File: config.mk
export PLATFORM = sky130hd
export DESIGN_NAME = refcmp_timer
export DESIGN_NICKNAME = d
export VERILOG_FILES = /design/src/rtl/refcmp_timer_pkg.sv /design/src/rtl/rct_prescaler.sv /design/src/rtl/rct_counter.sv /design/src/rtl/rct_events.sv /design/src/rtl/refcmp_timer.sv
export SDC_FILE = /design/constraint.sdc
export NUM_CORES = 1
export LEC_CHECK = 0
export ABC_AREA = 1
export ABC_CLOCK_PERIOD_IN_PS = 6200
export BUFFER_PORTS_ARGS = -buffer_cell sky130_fd_sc_hd__clkbuf_2
export CORE_MARGIN = 1.5
export CORE_UTILIZATION = 60
export CTS_BUF_LIST = sky130_fd_sc_hd__clkbuf_8
export DETAILED_ROUTE_END_ITERATION = 6
export PLACE_DENSITY = 0.8
export SLEW_MARGIN = 15
export SYNTH_ARGS = -nofsm -noshare
export SYNTH_HDL_FRONTEND = slang
export SYNTH_HIERARCHICAL = 1
export SYNTH_SLANG_ARGS = --single-unit
File: constraint.sdc
create_clock -name clk -period 6.2 [get_ports clk]
set_input_delay 0.31 -clock clk [delete_from_list [all_inputs] [get_ports clk]]
set_output_delay 0.31 -clock clk [all_outputs]
set_load 0.01 [all_outputs]
File: src/rtl/refcmp_timer_pkg.sv
package refcmp_timer_pkg;

  localparam int CNT_W = 16;
  localparam int PRE_W = 8;
  localparam int EV_W  = 2;
  localparam int EV_REF_BIT = 1;

  typedef enum logic [1:0] {
    SRC_OFF_A = 2'd0,
    SRC_SYS   = 2'd1,
    SRC_SLOW  = 2'd2,
    SRC_OFF_B = 2'd3
  } clk_src_e;

  typedef struct packed {
    logic [PRE_W-1:0] prescale;
    logic [2:0]       spare;
    logic             ref_irq_en;
    logic             restart;
    clk_src_e         src;
    logic             enable;
  } ctrl_t;

  localparam logic [7:0] OFS_CTRL = 8'h00;
  localparam logic [7:0] OFS_REF  = 8'h04;
  localparam logic [7:0] OFS_CAP  = 8'h08;
  localparam logic [7:0] OFS_CNT  = 8'h0C;
  localparam logic [7:0] OFS_EVT  = 8'h11;

endpackage

File: src/rtl/rct_prescaler.sv
module rct_prescaler #(
  parameter int PRE_W      = 8,
  parameter int SLOW_SHIFT = 4,
  localparam int PH_W      = PRE_W + SLOW_SHIFT
) (
  input  logic             clk,
  input  logic             rst_n,
  input  logic             run,
  input  logic             slow,
  input  logic [PRE_W-1:0] prescale,
  input  logic             realign,
  output logic             tick
);

  logic [PH_W:0]   base;
  logic [PH_W:0]   div_m1;
  logic [PH_W-1:0] phase_q;

  always_comb begin
    base   = (PH_W+1)'(prescale) + (PH_W+1)'(1);
    div_m1 = (slow ? (base << SLOW_SHIFT) : base) - (PH_W+1)'(1);
  end

  assign tick = run && !realign && (phase_q == div_m1[PH_W-1:0]);

  always_ff @(posedge clk or negedge rst_n) begin
    if (!rst_n)                phase_q <= '0;
    else if (realign || !run)  phase_q <= '0;
    else if (tick)             phase_q <= '0;
    else                       phase_q <= phase_q + 1'b1;
  end

  // the divider phase never runs beyond its period
  p_phase_bound_r3: assert property (@(posedge clk) disable iff (!rst_n)
    {1'b0, phase_q} <= div_m1);

  // a realign returns the phase to zero on the next cycle
  p_realign_r11: assert property (@(posedge clk) disable iff (!rst_n)
    realign |=> (phase_q == '0));

endmodule

File: src/rtl/rct_counter.sv
module rct_counter #(
  parameter int CNT_W = 16
) (
  input  logic             clk,
  input  logic             rst_n,
  input  logic             tick,
  input  logic             restart,
  input  logic [CNT_W-1:0] ref_val,
  input  logic             load,
  input  logic [CNT_W-1:0] load_val,
  output logic [CNT_W-1:0] count,
  output logic             match
);

  logic [CNT_W-1:0] count_q;
  logic             at_ref;

  assign at_ref = (count_q == ref_val);
  assign match  = tick && at_ref;
  assign count  = count_q;

  always_ff @(posedge clk or negedge rst_n) begin
    if (!rst_n)                  count_q <= '0;
    else if (load)               count_q <= load_val;
    else if (tick && restart && at_ref) count_q <= '0;
    else if (tick)               count_q <= count_q + 1'b1;
  end

  // without tick or load the count is held
  p_hold_r2: assert property (@(posedge clk) disable iff (!rst_n)
    (!tick && !load) |=> $stable(count_q));

  // restart returns to zero after a reference hit
  p_restart_zero_r4: assert property (@(posedge clk) disable iff (!rst_n)
    (tick && restart && at_ref && !load) |=> (count_q == '0));

  // free running increments with wrap
  p_free_inc_r10: assert property (@(posedge clk) disable iff (!rst_n)
    (tick && !restart && !load) |=> (count_q == CNT_W'($past(count_q) + 1'b1)));

  // a load wins over everything
  p_load_r9: assert property (@(posedge clk) disable iff (!rst_n)
    load |=> (count_q == $past(load_val)));

endmodule

File: src/rtl/rct_events.sv
module rct_events #(
  parameter int EV_W = 2
) (
  input  logic            clk,
  input  logic            rst_n,
  input  logic [EV_W-1:0] set_vec,
  input  logic            clr_wr,
  input  logic [EV_W-1:0] clr_mask,
  output logic [EV_W-1:0] flags
);

  logic [EV_W-1:0] flags_q;

  for (genvar b = 0; b < EV_W; b++) begin : g_flag
    always_ff @(posedge clk or negedge rst_n) begin
      if (!rst_n)                     flags_q[b] <= 1'b0;
      else if (set_vec[b])            flags_q[b] <= 1'b1;
      else if (clr_wr && clr_mask[b]) flags_q[b] <= 1'b0;
    end

    // a one in the clear mask clears the flag unless it is set again
    p_w1c_r7: assert property (@(posedge clk) disable iff (!rst_n)
      (clr_wr && clr_mask[b] && !set_vec[b]) |=> !flags_q[b]);

    // a zero in the clear mask never drops the flag
    p_keep_r7: assert property (@(posedge clk) disable iff (!rst_n)
      (flags_q[b] && !(clr_wr && clr_mask[b])) |=> flags_q[b]);

    // a set request always leaves the flag high
    p_set_r6: assert property (@(posedge clk) disable iff (!rst_n)
      set_vec[b] |=> flags_q[b]);
  end

  assign flags = flags_q;

endmodule

File: src/rtl/refcmp_timer.sv
module refcmp_timer
  import refcmp_timer_pkg::*;
#(
  parameter int ADDR_W     = 8,
  parameter int SLOW_SHIFT = 4,
  localparam int DATA_W    = CNT_W
) (
  input  logic              clk,
  input  logic              rst_n,
  input  logic [ADDR_W-1:0] addr,
  input  logic              wr_en,
  input  logic [DATA_W-1:0] wr_data,
  output logic [DATA_W-1:0] rd_data,
  output logic              irq
);

  ctrl_t            ctrl_q;
  logic [CNT_W-1:0] ref_q;
  logic [CNT_W-1:0] cap_q;
  logic [CNT_W-1:0] count;
  logic [EV_W-1:0]  flags;
  logic [EV_W-1:0]  set_vec;
  logic             wr_ctrl, wr_ref, wr_cap, wr_cnt, wr_evt;
  logic             shutdown;
  logic             run, slow, tick, match;

  assign wr_ctrl = wr_en && (addr == ADDR_W'(OFS_CTRL));
  assign wr_ref  = wr_en && (addr == ADDR_W'(OFS_REF));
  assign wr_cap  = wr_en && (addr == ADDR_W'(OFS_CAP));
  assign wr_cnt  = wr_en && (addr == ADDR_W'(OFS_CNT));
  assign wr_evt  = wr_en && (addr == ADDR_W'(OFS_EVT));

  assign shutdown = wr_ctrl && ctrl_q.enable && !wr_data[0];

  always_ff @(posedge clk or negedge rst_n) begin
    if (!rst_n) begin
      ctrl_q <= '0;
      ref_q  <= '0;
      cap_q  <= '0;
    end else begin
      if (shutdown) begin
        ctrl_q <= '0;
        ref_q  <= '0;
      end else begin
        if (wr_ctrl) ctrl_q <= ctrl_t'(wr_data);
        if (wr_ref)  ref_q  <= wr_data;
      end
      if (wr_cap) cap_q <= wr_data;
    end
  end

  assign run  = ctrl_q.enable && ((ctrl_q.src == SRC_SYS) || (ctrl_q.src == SRC_SLOW));
  assign slow = (ctrl_q.src == SRC_SLOW);

  rct_prescaler #(
    .PRE_W      (PRE_W),
    .SLOW_SHIFT (SLOW_SHIFT)
  ) u_presc (
    .clk      (clk),
    .rst_n    (rst_n),
    .run      (run),
    .slow     (slow),
    .prescale (ctrl_q.prescale),
    .realign  (wr_ctrl || wr_ref),
    .tick     (tick)
  );

  rct_counter #(
    .CNT_W (CNT_W)
  ) u_cnt (
    .clk      (clk),
    .rst_n    (rst_n),
    .tick     (tick),
    .restart  (ctrl_q.restart),
    .ref_val  (ref_q),
    .load     (wr_cnt),
    .load_val (wr_data),
    .count    (count),
    .match    (match)
  );

  always_comb begin
    set_vec             = '0;
    set_vec[EV_REF_BIT] = match;
  end

  rct_events #(
    .EV_W (EV_W)
  ) u_evt (
    .clk      (clk),
    .rst_n    (rst_n),
    .set_vec  (set_vec),
    .clr_wr   (wr_evt),
    .clr_mask (wr_data[EV_W-1:0]),
    .flags    (flags)
  );

  assign irq = ctrl_q.ref_irq_en && flags[EV_REF_BIT];

  always_comb begin
    rd_data = '0;
    case (addr)
      ADDR_W'(OFS_CTRL): rd_data = DATA_W'(ctrl_q);
      ADDR_W'(OFS_REF):  rd_data = ref_q;
      ADDR_W'(OFS_CAP):  rd_data = cap_q;
      ADDR_W'(OFS_CNT):  rd_data = count;
      ADDR_W'(OFS_EVT):  rd_data = DATA_W'(flags);
      default:           rd_data = '0;
    endcase
  end

  // disabling a running timer wipes control and reference
  p_dis_clear_r1: assert property (@(posedge clk) disable iff (!rst_n)
    shutdown |=> (ctrl_q == '0 && ref_q == '0));

  // no interrupt while the reference interrupt is disabled
  p_irq_gate_r5: assert property (@(posedge clk) disable iff (!rst_n)
    !ctrl_q.ref_irq_en |-> !irq);

  // no tick while the timer is stopped
  p_no_tick_r2: assert property (@(posedge clk) disable iff (!rst_n)
    !run |-> !tick);

endmodule

==> summary.txt <==
Status
  – Status: finished clean

Clock network
  – Clock sink count: between 70 and 80
  – CTS Buffer Depth: 2
  – CTS tree: done
  – Setup Fix Bufs, Post-CTS: 0
  – Post-CTS Resized: 0
  – Clock slew at reported path FFs: approximately 90 ps
  – Clk root buf: clkbuf_8
  – CTS Hold Bufs: 0
  – H-tree levels: 3
  – Cts bufs inserted: 9
  – Worst skew pair latency: around 360 ps

STA
  – Tmin final: 3920 ps
  – Slew Limit Fails: 0
  – Worst-Margin Slew: 1110 ps
  – RSZ-0062 raised after global routing: no
  – Setup violations, final: 0
  – Max_slew headroom: about 26%
  – Tcrit/Tclk final: between 60% and 70%
  – Max Freq: between 0.2 and 0.3 GHz
  – Final hold vios: 0
  – Final setup TNS: 0 ps
  – Fin Clk Skew: ~13 ps

Floorplan
  – Die Ht: slightly above 100 um
  – Row cnt: 35
  – Die width: roughly 100 um
  – Core area: between 9000 and 10000 sq um
  – Total die area: roughly 10000 sq um
  – Initial Util: 62.6%
  – I/O Pins: between 40 and 50

Power
  – PnR Total Power: 1.15 mW
  – Pwr/cell area: 185 nW/um^2
  – Leakage: ~3.3 nW
  – Maximum vdd ir drop: around 0.14 mV

Global routing
  – Vias in the first global route: 5478
  – First-pass GRT wire length: between 20000 and 30000 um
  – Grt ovf: 0
  – Largest net degree at the start of global routing: between 70 and 80
  – Total GRT Usage: roughly a third
  – Initial antenna violation count: 0

Placed design
  – Gpl congestion: 0.966
  – Buffers on Ports: between 40 and 50
  – Dpl cell area: about 6000 sq um
  – Hpwl dp: between 10000 and 15000 um
  – Placed insts: between 900 and 1000

Synthesis
  – Syn. warnings: 6
  – Post-synth top flop: dfrtp_1
  – Synth Area per Inst: about 6.8 sq um
  – Post-synth EDFFs: 0
  – Flops & latches, synth: 78
  – Number of distinct library cells after synthesis: between 40 and 50
  – Mapped Cells: ~860
  – Mapped Area: slightly below 6000 sq um
  – Async set-reset flop share out of synthesis: 100%
  – Syn_nets: between 800 and 900
  – Seq/Total Area, Yosys: approximately a third

Detailed routing
  – Routed vias: a little under 6000
  – WL final: between 15000 and 20000 um
  – Detail Route Antenna Nets: 0
  – DRC errors left: 0
  – Initial DRC count: roughly 630
  – DR pass1 iterations: 6
  – Drt wl/cell: ~16 um
  – Avg Vias per Cell: approximately 5.8

Critical path
  – CP endpoint kind: flop
  – CP max-delay cell: dfrtp_1
  – Crit path from: ctrl_q[1]$_DFFE_PN0P_
  – Top delay family on crit path: simple AND/OR/NAND/NOR gates
  – Startpoint Class: flop
  – Crit Reg-Reg Startpoint: ctrl_q[1]$_DFFE_PN0P_
  – Crit-path max cell delay: ~390 ps
  – Worst Path Max Fanout: 14
  – Worst path bufs/invs: 4
  – Required time worst endpoint: approximately 6500 ps
  – Worst-path cell chain: inv_1, ha_1, inv_2, nand2_1, ha_1, nor2_1, nor2_1, nand2_1, nor2_1, nand2_1, nor2_1, nand3_1, nor2_1, nand3_1, nor2_1, nand2_1, inv_1, nand2_1, inv_1, nand3_1, nand2_1, o21ai_0
  – CP arrival: 4160 ps
  – Crit Path Class: flop to flop

Run
  – Total of max-cap violations: 0

Cells and area
  – Most common cell after layout, fill and taps aside: nand2_1
  – Ant diodes: 0
  – Final std cells w/o fill: 1012
  – Fillers: 872
  – Most frequent cells in the layout: nand2_1, nand3_1, inv_1
  – Finished Cell Area: 6210 sq um
  – Share of cells above drive strength 1: 12.9%
  – # nets final: 910
  – Layout area overhead: 5.96%

Min path
  – Hold Path Class: primary input to async pin
## flip-flops by register name, summed over array words and instances (netlist names)
register         count
u_cnt/count         16
ref_q               16
u_evt/flags          2
u_presc/phase_q     12
ctrl_q              16
cap_q               16
## worst paths after layout
kind	to	cells past startpoint	slack, ps
max	u_cnt/count[1]$_DFFE_PN0P_	22	2280
min in group clk	cap_q[7]$_DFFE_PN0P_	3	240
max reg2reg	u_cnt/count[1]$_DFFE_PN0P_	22	2280
min	ref_q[5]$_DFFE_PN0P_	1	110
min reg2reg	ctrl_q[7]$_DFFE_PN0P_	2	490
max in group asynchronous	cap_q[13]$_DFFE_PN0P_	1	5420
## worst reg2reg max path, cell delays in order (launching register included)
cell and delay, ps:
dfrtp_1 390, inv_1 60, ha_1 360, inv_2 300, nand2_1 120, ha_1 330
nor2_1 50, nor2_1 100, nand2_1 50, nor2_1 90, nand2_1 70, nor2_1 80
nand3_1 80, nor2_1 180, nand3_1 100, nor2_1 110, nand2_1 90, inv_1 350
nand2_1 100, inv_1 70, nand3_1 300, nand2_1 320, o21ai_0 110
## cell families after synthesis
logic type	count (synthesis)	synth area share, %
AND/OR/NAND/NOR	546	44.2
buffers and inverters	136	10.9
flip-flops	78	33.3
AO/OA/AOI/OAI	76	8.26
XOR/XNOR	15	2.24
adder cells (fa/ha/maj)	5	1.07
other	1	0.0640
## cell usage after synthesis, types with 2 or more instances
master / number / area share [%]
dfrtp_1: 78 / 33
nand3_1: 116 / 9.9
nor2_8: 3 / 1.0
nor2_4: 8 / 1.5
buf_2: 15 / 1.3
buf_4: 7 / 0.90
o21ai_0: 28 / 2.4
a22oi_1: 16 / 2.0
a21oi_1: 7 / 0.60
nand2_2: 10 / 1.1
nor3b_1: 2 / 0.26
nand4_1: 35 / 3.7
o2111ai_1: 15 / 2.2
nand2_4: 6 / 1.2
inv_1: 89 / 5.7
o21ai_1: 7 / 0.60
xor2_1: 13 / 1.9
nor2_1: 64 / 4.1
xnor2_1: 2 / 0.30
nand3_2: 7 / 1.2
nor2_2: 4 / 0.43
buf_6: 3 / 0.58
nand3_4: 2 / 0.60
ha_1: 5 / 1.1
clkbuf_1: 4 / 0.26
clkbuf_8: 4 / 0.94
inv_2: 9 / 0.58
nor3_1: 11 / 0.94
or2_0: 2 / 0.21
nand2_1: 269 / 17
## layer usage
layer / vias up / global-route usage, % / share of wire, %
met5: - / 0 / 0
met4: 0 / 12.3 / 3.0
met3: 46 / 5.88 / 7.8
met2: 263 / 54.3 / 47
met1: 2749 / 44.0 / 42
li1: 2845 / - / -
## power by group
part	leakage [nW]	internal, mW	total [mW]	switching [mW]
registers	1.04	0.535	0.576	0.0414
clock network	0.0997	0.196	0.395	0.199
logic	2.13	0.0584	0.177	0.119
## cell type report
cell class,instances,area (sq um),share of cell area (%)
clock inverter,6,62.6,1.01
inverter,101,387,6.22
sequential,78,1950,31.4
multi-input combinational,643,3280,52.8
clock buffer,10,138,2.22
timing repair buffer,45,233,3.75
tap,129,161,2.60
## stage by stage
| stage | utilization (%) | worst slack [ps] | hold slack [ps] |
|---|---|---|---|
| after floorplan | - | 3310 | 14.4 |
| after global placement | 64.1 | 2250 | 465 |
| after detailed placement | 64.1 | 2040 | 470 |
| after CTS | 66.3 | 2350 | 156 |
| after global routing | 66.3 | 1900 | 192 |
| final | 66.3 | 2280 | 112 |
No activity file was read; power rests on OpenSTA's default activity.
